## config.mk

```make
export PLATFORM = sky130hd
export DESIGN_NAME = i2c_stretch_slave
export DESIGN_NICKNAME = d
export VERILOG_FILES = /design/src/rtl/i2c_slv_pkg.sv /design/src/rtl/i2c_line_sync.sv /design/src/rtl/i2c_cond_detect.sv /design/src/rtl/i2c_stretch_slave.sv
export SDC_FILE = /design/constraint.sdc
export NUM_CORES = 1
export LEC_CHECK = 0
export ABC_CLOCK_PERIOD_IN_PS = 3600
export BUFFER_PORTS_ARGS = -buffer_cell sky130_fd_sc_hd__buf_2
export CAP_MARGIN = 10
export CORE_MARGIN = 5
export CORE_UTILIZATION = 61
export DETAILED_ROUTE_END_ITERATION = 10
export GPL_TIMING_DRIVEN = 0
export PLACE_DENSITY_LB_ADDON = 0.08
export RECOVER_POWER = 50
export SLEW_MARGIN = 20
export SYNTH_ARGS = -nofsm -noshare
export SYNTH_HDL_FRONTEND = slang
export SYNTH_SLANG_ARGS = --single-unit
export TNS_END_PERCENT = 100
```

## constraint.sdc

```tcl
create_clock -name clk -period 3.6 [get_ports clk]
set_clock_uncertainty 0.15 [all_clocks]
set_input_delay 0.36 -clock clk [delete_from_list [all_inputs] [get_ports clk]]
set_output_delay 0.36 -clock clk [all_outputs]
set_load 0.01 [all_outputs]
```

## src/rtl/i2c_slv_pkg.sv

```systemverilog
package i2c_slv_pkg;
  localparam int BYTE_W = 8;
  localparam int ADDR_W = BYTE_W - 1;
  localparam int CNT_W  = $clog2(BYTE_W + 1);

  typedef enum logic [3:0] {
    S_IDLE, S_ADDR, S_ACK_A, S_RX, S_ACK_RX,
    S_HOLD_RX, S_HOLD_TX, S_TX, S_ACK_TX, S_WAIT
  } slv_st_t;

  function automatic logic addr_hit(input logic [BYTE_W-1:0] frame,
                                    input logic [ADDR_W-1:0] own);
    return frame[BYTE_W-1:1] == own;
  endfunction
endpackage

```

## src/rtl/i2c_line_sync.sv

```systemverilog
module i2c_line_sync #(
  parameter int STAGES = 2
) (
  input  logic clk,
  input  logic rst_n,
  input  logic d,
  output logic q
);
  logic [STAGES-1:0] chain;

  for (genvar i = 0; i < STAGES; i++) begin : g_stage
    always_ff @(posedge clk or negedge rst_n) begin
      if (!rst_n) chain[i] <= 1'b1;
      else if (i == 0) chain[i] <= d;
      else chain[i] <= chain[(i == 0) ? 0 : i-1];
    end
  end

  assign q = chain[STAGES-1];
endmodule

```

## src/rtl/i2c_cond_detect.sv

```systemverilog
module i2c_cond_detect (
  input  logic clk,
  input  logic rst_n,
  input  logic scl,
  input  logic sda,
  output logic scl_rise,
  output logic scl_fall,
  output logic start_ev,
  output logic stop_ev
);
  logic scl_d, sda_d;

  always_ff @(posedge clk or negedge rst_n) begin
    if (!rst_n) begin
      scl_d <= 1'b1;
      sda_d <= 1'b1;
    end else begin
      scl_d <= scl;
      sda_d <= sda;
    end
  end

  assign scl_rise = scl & ~scl_d;
  assign scl_fall = ~scl & scl_d;
  assign start_ev = scl & scl_d & sda_d & ~sda;
  assign stop_ev  = scl & scl_d & ~sda_d & sda;
endmodule

```

## src/rtl/i2c_stretch_slave.sv

```systemverilog
module i2c_stretch_slave
  import i2c_slv_pkg::*;
#(
  parameter int SYNC_STAGES = 2
) (
  input  logic              clk,
  input  logic              rst_n,
  input  logic              scl_i,
  input  logic              sda_i,
  output logic              scl_oe,
  output logic              sda_oe,
  input  logic [ADDR_W-1:0] own_addr,
  input  logic              stretch_en,
  input  logic [BYTE_W-1:0] tx_data,
  input  logic              tx_wr,
  input  logic              host_rd,
  input  logic              rel_set,
  input  logic              irq_clr,
  output logic [BYTE_W-1:0] rx_data,
  output logic              buf_full,
  output logic              irq,
  output logic              ovf,
  output logic              rel
);
  localparam logic [CNT_W-1:0] LAST_BIT = CNT_W'(BYTE_W);

  logic scl_s, sda_s;
  logic scl_rise, scl_fall, start_ev, stop_ev;
  slv_st_t st;
  logic [CNT_W-1:0]  cnt;
  logic [BYTE_W-1:0] sr, txsr, tx_buf, rx_buf;
  logic full_q, irq_q, ovf_q, rel_q, rw_q, ack_q, mack_q;
  logic byte_done, buf_busy;

  i2c_line_sync #(.STAGES(SYNC_STAGES)) u_scl_sync (
    .clk(clk), .rst_n(rst_n), .d(scl_i), .q(scl_s));
  i2c_line_sync #(.STAGES(SYNC_STAGES)) u_sda_sync (
    .clk(clk), .rst_n(rst_n), .d(sda_i), .q(sda_s));
  i2c_cond_detect u_cond (
    .clk(clk), .rst_n(rst_n), .scl(scl_s), .sda(sda_s),
    .scl_rise(scl_rise), .scl_fall(scl_fall),
    .start_ev(start_ev), .stop_ev(stop_ev));

  assign byte_done = scl_fall && (cnt == LAST_BIT);
  assign buf_busy  = full_q && !host_rd;

  always_ff @(posedge clk or negedge rst_n) begin
    if (!rst_n) begin
      st <= S_IDLE;  cnt <= '0;  sr <= '0;  txsr <= '0;
      tx_buf <= '0;  rx_buf <= '0;
      full_q <= 1'b0; irq_q <= 1'b0; ovf_q <= 1'b0; rel_q <= 1'b0;
      rw_q <= 1'b0;  ack_q <= 1'b0; mack_q <= 1'b0;
    end else begin
      if (tx_wr)   tx_buf <= tx_data;
      if (host_rd) full_q <= 1'b0;
      if (irq_clr) begin irq_q <= 1'b0; ovf_q <= 1'b0; end
      if (rel_set) rel_q <= 1'b1;

      if (stop_ev) begin
        st <= S_IDLE;
      end else if (start_ev) begin
        st  <= S_ADDR;
        cnt <= '0;
      end else begin
        unique case (st)
          S_ADDR, S_RX: begin
            if (scl_rise) begin
              sr  <= {sr[BYTE_W-2:0], sda_s};
              cnt <= cnt + CNT_W'(1);
            end else if (byte_done) begin
              cnt <= '0;
              if (st == S_ADDR) begin
                if (addr_hit(sr, own_addr)) begin
                  rw_q <= sr[0];
                  st   <= S_ACK_A;
                end else begin
                  st <= S_WAIT;
                end
              end else begin
                irq_q <= 1'b1;
                st    <= S_ACK_RX;
                if (buf_busy) begin
                  ovf_q <= 1'b1;
                  ack_q <= 1'b0;
                end else begin
                  rx_buf <= sr;
                  full_q <= 1'b1;
                  ack_q  <= 1'b1;
                end
              end
            end
          end
          S_ACK_A: if (scl_fall) begin
            if (rw_q) begin
              st <= S_HOLD_TX; irq_q <= 1'b1; rel_q <= 1'b0;
            end else begin
              st <= S_RX;
            end
          end
          S_ACK_RX: if (scl_fall) begin
            if (!ack_q) st <= S_WAIT;
            else if (stretch_en) begin
              st <= S_HOLD_RX; rel_q <= 1'b0;
            end else st <= S_RX;
          end
          S_HOLD_RX: if (rel_q) st <= S_RX;
          S_HOLD_TX: if (rel_q) begin
            txsr <= tx_buf;
            st   <= S_TX;
          end
          S_TX: begin
            if (scl_rise) cnt <= cnt + CNT_W'(1);
            else if (byte_done) begin
              cnt <= '0;
              st  <= S_ACK_TX;
            end else if (scl_fall) txsr <= {txsr[BYTE_W-2:0], 1'b0};
          end
          S_ACK_TX: begin
            if (scl_rise) mack_q <= ~sda_s;
            else if (scl_fall) begin
              if (mack_q) begin
                st <= S_HOLD_TX; irq_q <= 1'b1; rel_q <= 1'b0;
              end else st <= S_WAIT;
            end
          end
          default: ;
        endcase
      end
    end
  end

  assign scl_oe   = (st == S_HOLD_RX) || (st == S_HOLD_TX);
  assign sda_oe   = (st == S_ACK_A) || ((st == S_ACK_RX) && ack_q) ||
                    ((st == S_TX) && !txsr[BYTE_W-1]);
  assign rx_data  = rx_buf;
  assign buf_full = full_q;
  assign irq      = irq_q;
  assign ovf      = ovf_q;
  assign rel      = rel_q;


  rel_drop_chk: assert property (@(posedge clk) disable iff (!rst_n)
    $rose(scl_oe) |-> !rel);

  ovf_keep_chk: assert property (@(posedge clk) disable iff (!rst_n)
    $rose(ovf) |-> rx_data == $past(rx_data));

  full_clr_chk: assert property (@(posedge clk) disable iff (!rst_n)
    $fell(buf_full) |-> $past(host_rd));

  sda_low_scl_chk: assert property (@(posedge clk) disable iff (!rst_n)
    !$stable(sda_oe) |-> !scl_s);

  irq_src_chk: assert property (@(posedge clk) disable iff (!rst_n)
    $rose(irq) |-> $past(scl_fall));
endmodule

```

==> impl_summary.log <==
INFO  metric setup_viol = 0
INFO  metric fraction_of_power_spent_switching_nets = 0.368
INFO  metric postSynthCellCount = roughly 260
INFO  metric critical_path_arrival = approximately 2500 ps
INFO  metric globalRouteTotalUtil = 0.200
INFO  metric totalWireLength = roughly 5.5 mm
INFO  metric yosysWarningCount = 0
INFO  metric synth_area_leader_cell = dfrtp_1
INFO  metric area_added_between_synthesis_and_finish = 14.1%
INFO  metric layout_setup_ws = 1230 ps
INFO  metric htreeDepth = 2
INFO  metric place_hpwl = 4.04 mm
INFO  metric antenna_found_initial = 0
INFO  metric power_switching = roughly 700 uW
INFO  metric detail_route.wl_per_cell = approximately 16 um
INFO  metric leakage = 1.43 nW
INFO  metric cell_types_with_the_largest_area_share_after_synthesis = dfrtp_1 44%, mux2_2 11%, dfstp_2 5.9%
INFO  metric postSynth.asyncResetShare = 1.00
INFO  metric vias_per_cell = ~5.8
INFO  metric yosysSeqAreaShare = 0.496
INFO  metric synthesized_nets = approximately 280
INFO  metric layout.core_utilization = 0.710
INFO  metric critical_path_class = register to register
INFO  metric clockPowerShare = 0.192
INFO  metric rsz0062_at_grt = false
INFO  metric critical_path_peak_fanout = 4
INFO  metric critPathSlowestCell = nor4_1
INFO  metric dr_total_vias = ~2.1k
INFO  metric antennaDiodeCount = 0
INFO  metric final_min_period_over_clock_period = 0.659
INFO  metric post_cts.repair.setup_buffers = 0
INFO  metric clock_sinks = 53
INFO  metric synth_seq_cells = 53
INFO  metric detail-route-antenna-nets = 0
INFO  metric die_height = about 76 um
INFO  metric netlist_area = around 2700 um2
INFO  metric startpoint_type = register
INFO  metric timing.final.hold_violations = 0
INFO  metric critical_path.n_buffers_inverters = 0
INFO  metric dr.first_iter.drc_count = ~260
INFO  metric clk_transition_reported_paths = ~90 ps
INFO  metric critPathRequiredTime = between 3000 and 4000 ps
INFO  metric combPwrFrac = 0.369
INFO  metric globalRouteOverflowTotal = 0
INFO  metric cellPowerDensity = between 600 and 700 nW/um2
INFO  metric finalCriticalPeriod = 2370 ps
INFO  metric post_synth.cell_area_avg = 10.5 um2
INFO  metric coreArea = 4320 um2
INFO  metric setup_total_negative_slack = 0 ps
INFO  metric place_worst_setup_slack = between 1000 and 1500 ps
INFO  metric p_int = approximately 1.2 mW
INFO  metric peakVddDrop = approximately 420 uV
INFO  metric tritoncts = yes
INFO  metric fmaxAchievable = approximately 420 MHz
INFO  metric place_congestion = 0.938
INFO  metric detailedRoute.firstPassIterationCount = 4
INFO  metric clock_tree.buffer_depth = 2
INFO  metric detail_route.drc_violations = 0
INFO  metric initial_util = 0.622
INFO  metric synth_edf_count = 0
INFO  metric worst_path_largest_cell_delay = about 560 ps
INFO  metric yosysTopAreaCellShare = 0.437
INFO  metric critical_path.cell_chain = xnor2_1 -> nand4_1 -> nor4_1 -> a31oi_1 -> a2111oi_0 -> mux2_2
INFO  metric num_cts_buffers = 5
INFO  metric nNetsFinal = between 300 and 400
INFO  metric drive_gt1_frac = 0.297
INFO  metric run_status = finished, final reports clean
INFO  metric io_buffers = 36
INFO  metric slew_headroom = 0.176
INFO  metric count_of_standard_cell_rows = 24
INFO  metric slew_violations = 0
INFO  metric die_ar = between 5000 and 6000 um2
INFO  metric root_buffer = clkbuf_8
INFO  metric dominantRegCellSynth = dfrtp_1
INFO  metric first_global_vias = around 2.1k
INFO  metric design.portCount = 38
INFO  metric grt_pass1_wl = between 9 and 10 mm
INFO  metric yosysUniqueCellTypes = a little under 50
INFO  metric endpoint_kind = register
INFO  metric critical_path.top_delay_family = compound AO/OA/AOI/OAI gates
INFO  metric die_width = between 70 and 80 um
INFO  metric pwr-share-seq = 0.438
INFO  metric clkLatencyLatePin = ~300 ps
INFO  metric worst_pin_slew = 1240 ps
INFO  metric max_cap_violations = 0
INFO  metric largest_net_degree_at_the_start_of_global_routing = 54
INFO  metric worst_hold_path_type = input port to register
==> power by group through the flow <==
stage               logic [mW]  clock network, mW  registers [mW]
floorplan                0.536                  0           0.818
global placement         0.677                  0           0.845
detailed placement       0.693                  0           0.847
CTS                      0.699              0.381           0.836
global route             0.789              0.414           0.856
finish                   0.704              0.367           0.837
==> path summary, 6_finish.rpt <==
| check | start | endpoint | slack [ps] | cells after the start |
|---|---|---|---|---|
| min in group asynchronous | rst_n | cnt[3] | 700 | 2 |
| min | irq_clr | ovf | 110 | 2 |
| min reg2reg | u_sda_sync.chain[0] | u_sda_sync.q | 220 | 0 |
| max | sr[7] | st[1] | 1230 | 6 |
| max reg2reg | sr[7] | st[1] | 1230 | 6 |
| max in group asynchronous | rst_n | st[3] | 1860 | 2 |
==> through the flow <==
step	power (mW)	area, um2	hold slack, ps	cells
floorplan	1.35	2690	-85.6	256
global placement	1.52	2940	196	344
global route	2.06	3070	89.9	355
finish	1.91	3070	109	355
detailed placement	1.54	2940	197	344
CTS	1.92	3070	96.3	355
==> kinds of logic (layout without fill, tap and decap cells) <==
kind of cell,count (synthesis),count (layout),synth area share
compound gates,62,62,0.150
xor+xnor,9,9,0.0293
fa+ha+maj,2,2,0.00930
buf+inv,21,68,0.0405
flops,53,53,0.496
mux,33,33,0.135
simple gates,76,76,0.140
==> cells in the final DEF, fill, tap and decap left out, types with 2 or more instances in the layout <==
cell type	n
a21boi_0	2
a21oi_1	20
a311oi_1	2
a31oi_1	3
a32o_1	2
buf_2	38
buf_6	3
clkbuf_1	2
clkbuf_8	7
dfrtp_1	47
dfstp_1	2
dfstp_2	4
dlygate4sd3_1	3
ha_1	2
inv_1	11
mux2_2	27
mux2i_1	6
nand2_1	16
nand2b_1	4
nand3_1	7
nand3b_1	2
nand4_1	3
nor2_1	26
nor2b_1	3
nor3_1	3
nor4_1	2
o211ai_1	2
o21ai_0	15
o22ai_1	4
o31ai_1	3
or3_1	2
xnor2_1	5
xor2_1	4
==> Yosys cell counts, types with 2 or more instances <==
master and n:
xnor2_1 5, a21oi_1 20, dfrtp_1 47, nor2b_1 3, buf_2 3, or3_1 2, a31oi_1 3, nand3_1 7
o22ai_1 4, o31ai_1 3, mux2_2 27, nor4_1 2, a32o_1 2, o211ai_1 2, mux2i_1 6, a21boi_0 2
buf_6 3, xor2_1 4, clkbuf_1 2, nor3_1 3, a311oi_1 2, nand2b_1 4, nand2_1 16, nand3b_1 2
inv_1 11, ha_1 2, dfstp_2 6, nor2_1 26, o21ai_0 15, nand4_1 3
==> cell type report <==
class,count,area (um2)
buffer,9,63.8
clock buffer,7,96.3
clock inverter,1,8.76
fill,355,1250
inverter,12,45.0
multi-input combinational,182,1250
sequential,53,1330
tap,52,65.1
timing repair buffer,39,210
==> worst register-to-register path, cell delays in order (launching register included) <==
cell       delay (ps)
dfrtp_1           410
xnor2_1           180
nand4_1           100
nor4_1            560
a31oi_1           180
a2111oi_0         490
mux2_2            250
==> registers in the layout, indices dropped and copies added (netlist names), 4 cells and up <==
| name | flops |
|---|---|
| rx_data | 8 |
| sr | 8 |
| tx_buf | 8 |
| txsr | 8 |
| cnt | 4 |
| st | 4 |
==> timing repair <==
action | 4_1_cts | 5_1_grt
gates resized for setup | 0 | 0
hold buffers | 3 | 0
hold endpoints to repair | 49 | 0
==> per-layer routing <==
metal,share of wire,track usage
met1,0.45,0.269
met2,0.50,0.329
met3,0.043,0.0378
met4,0.013,0.0577
met5,0,0
(Power assumes the default switching activity.)
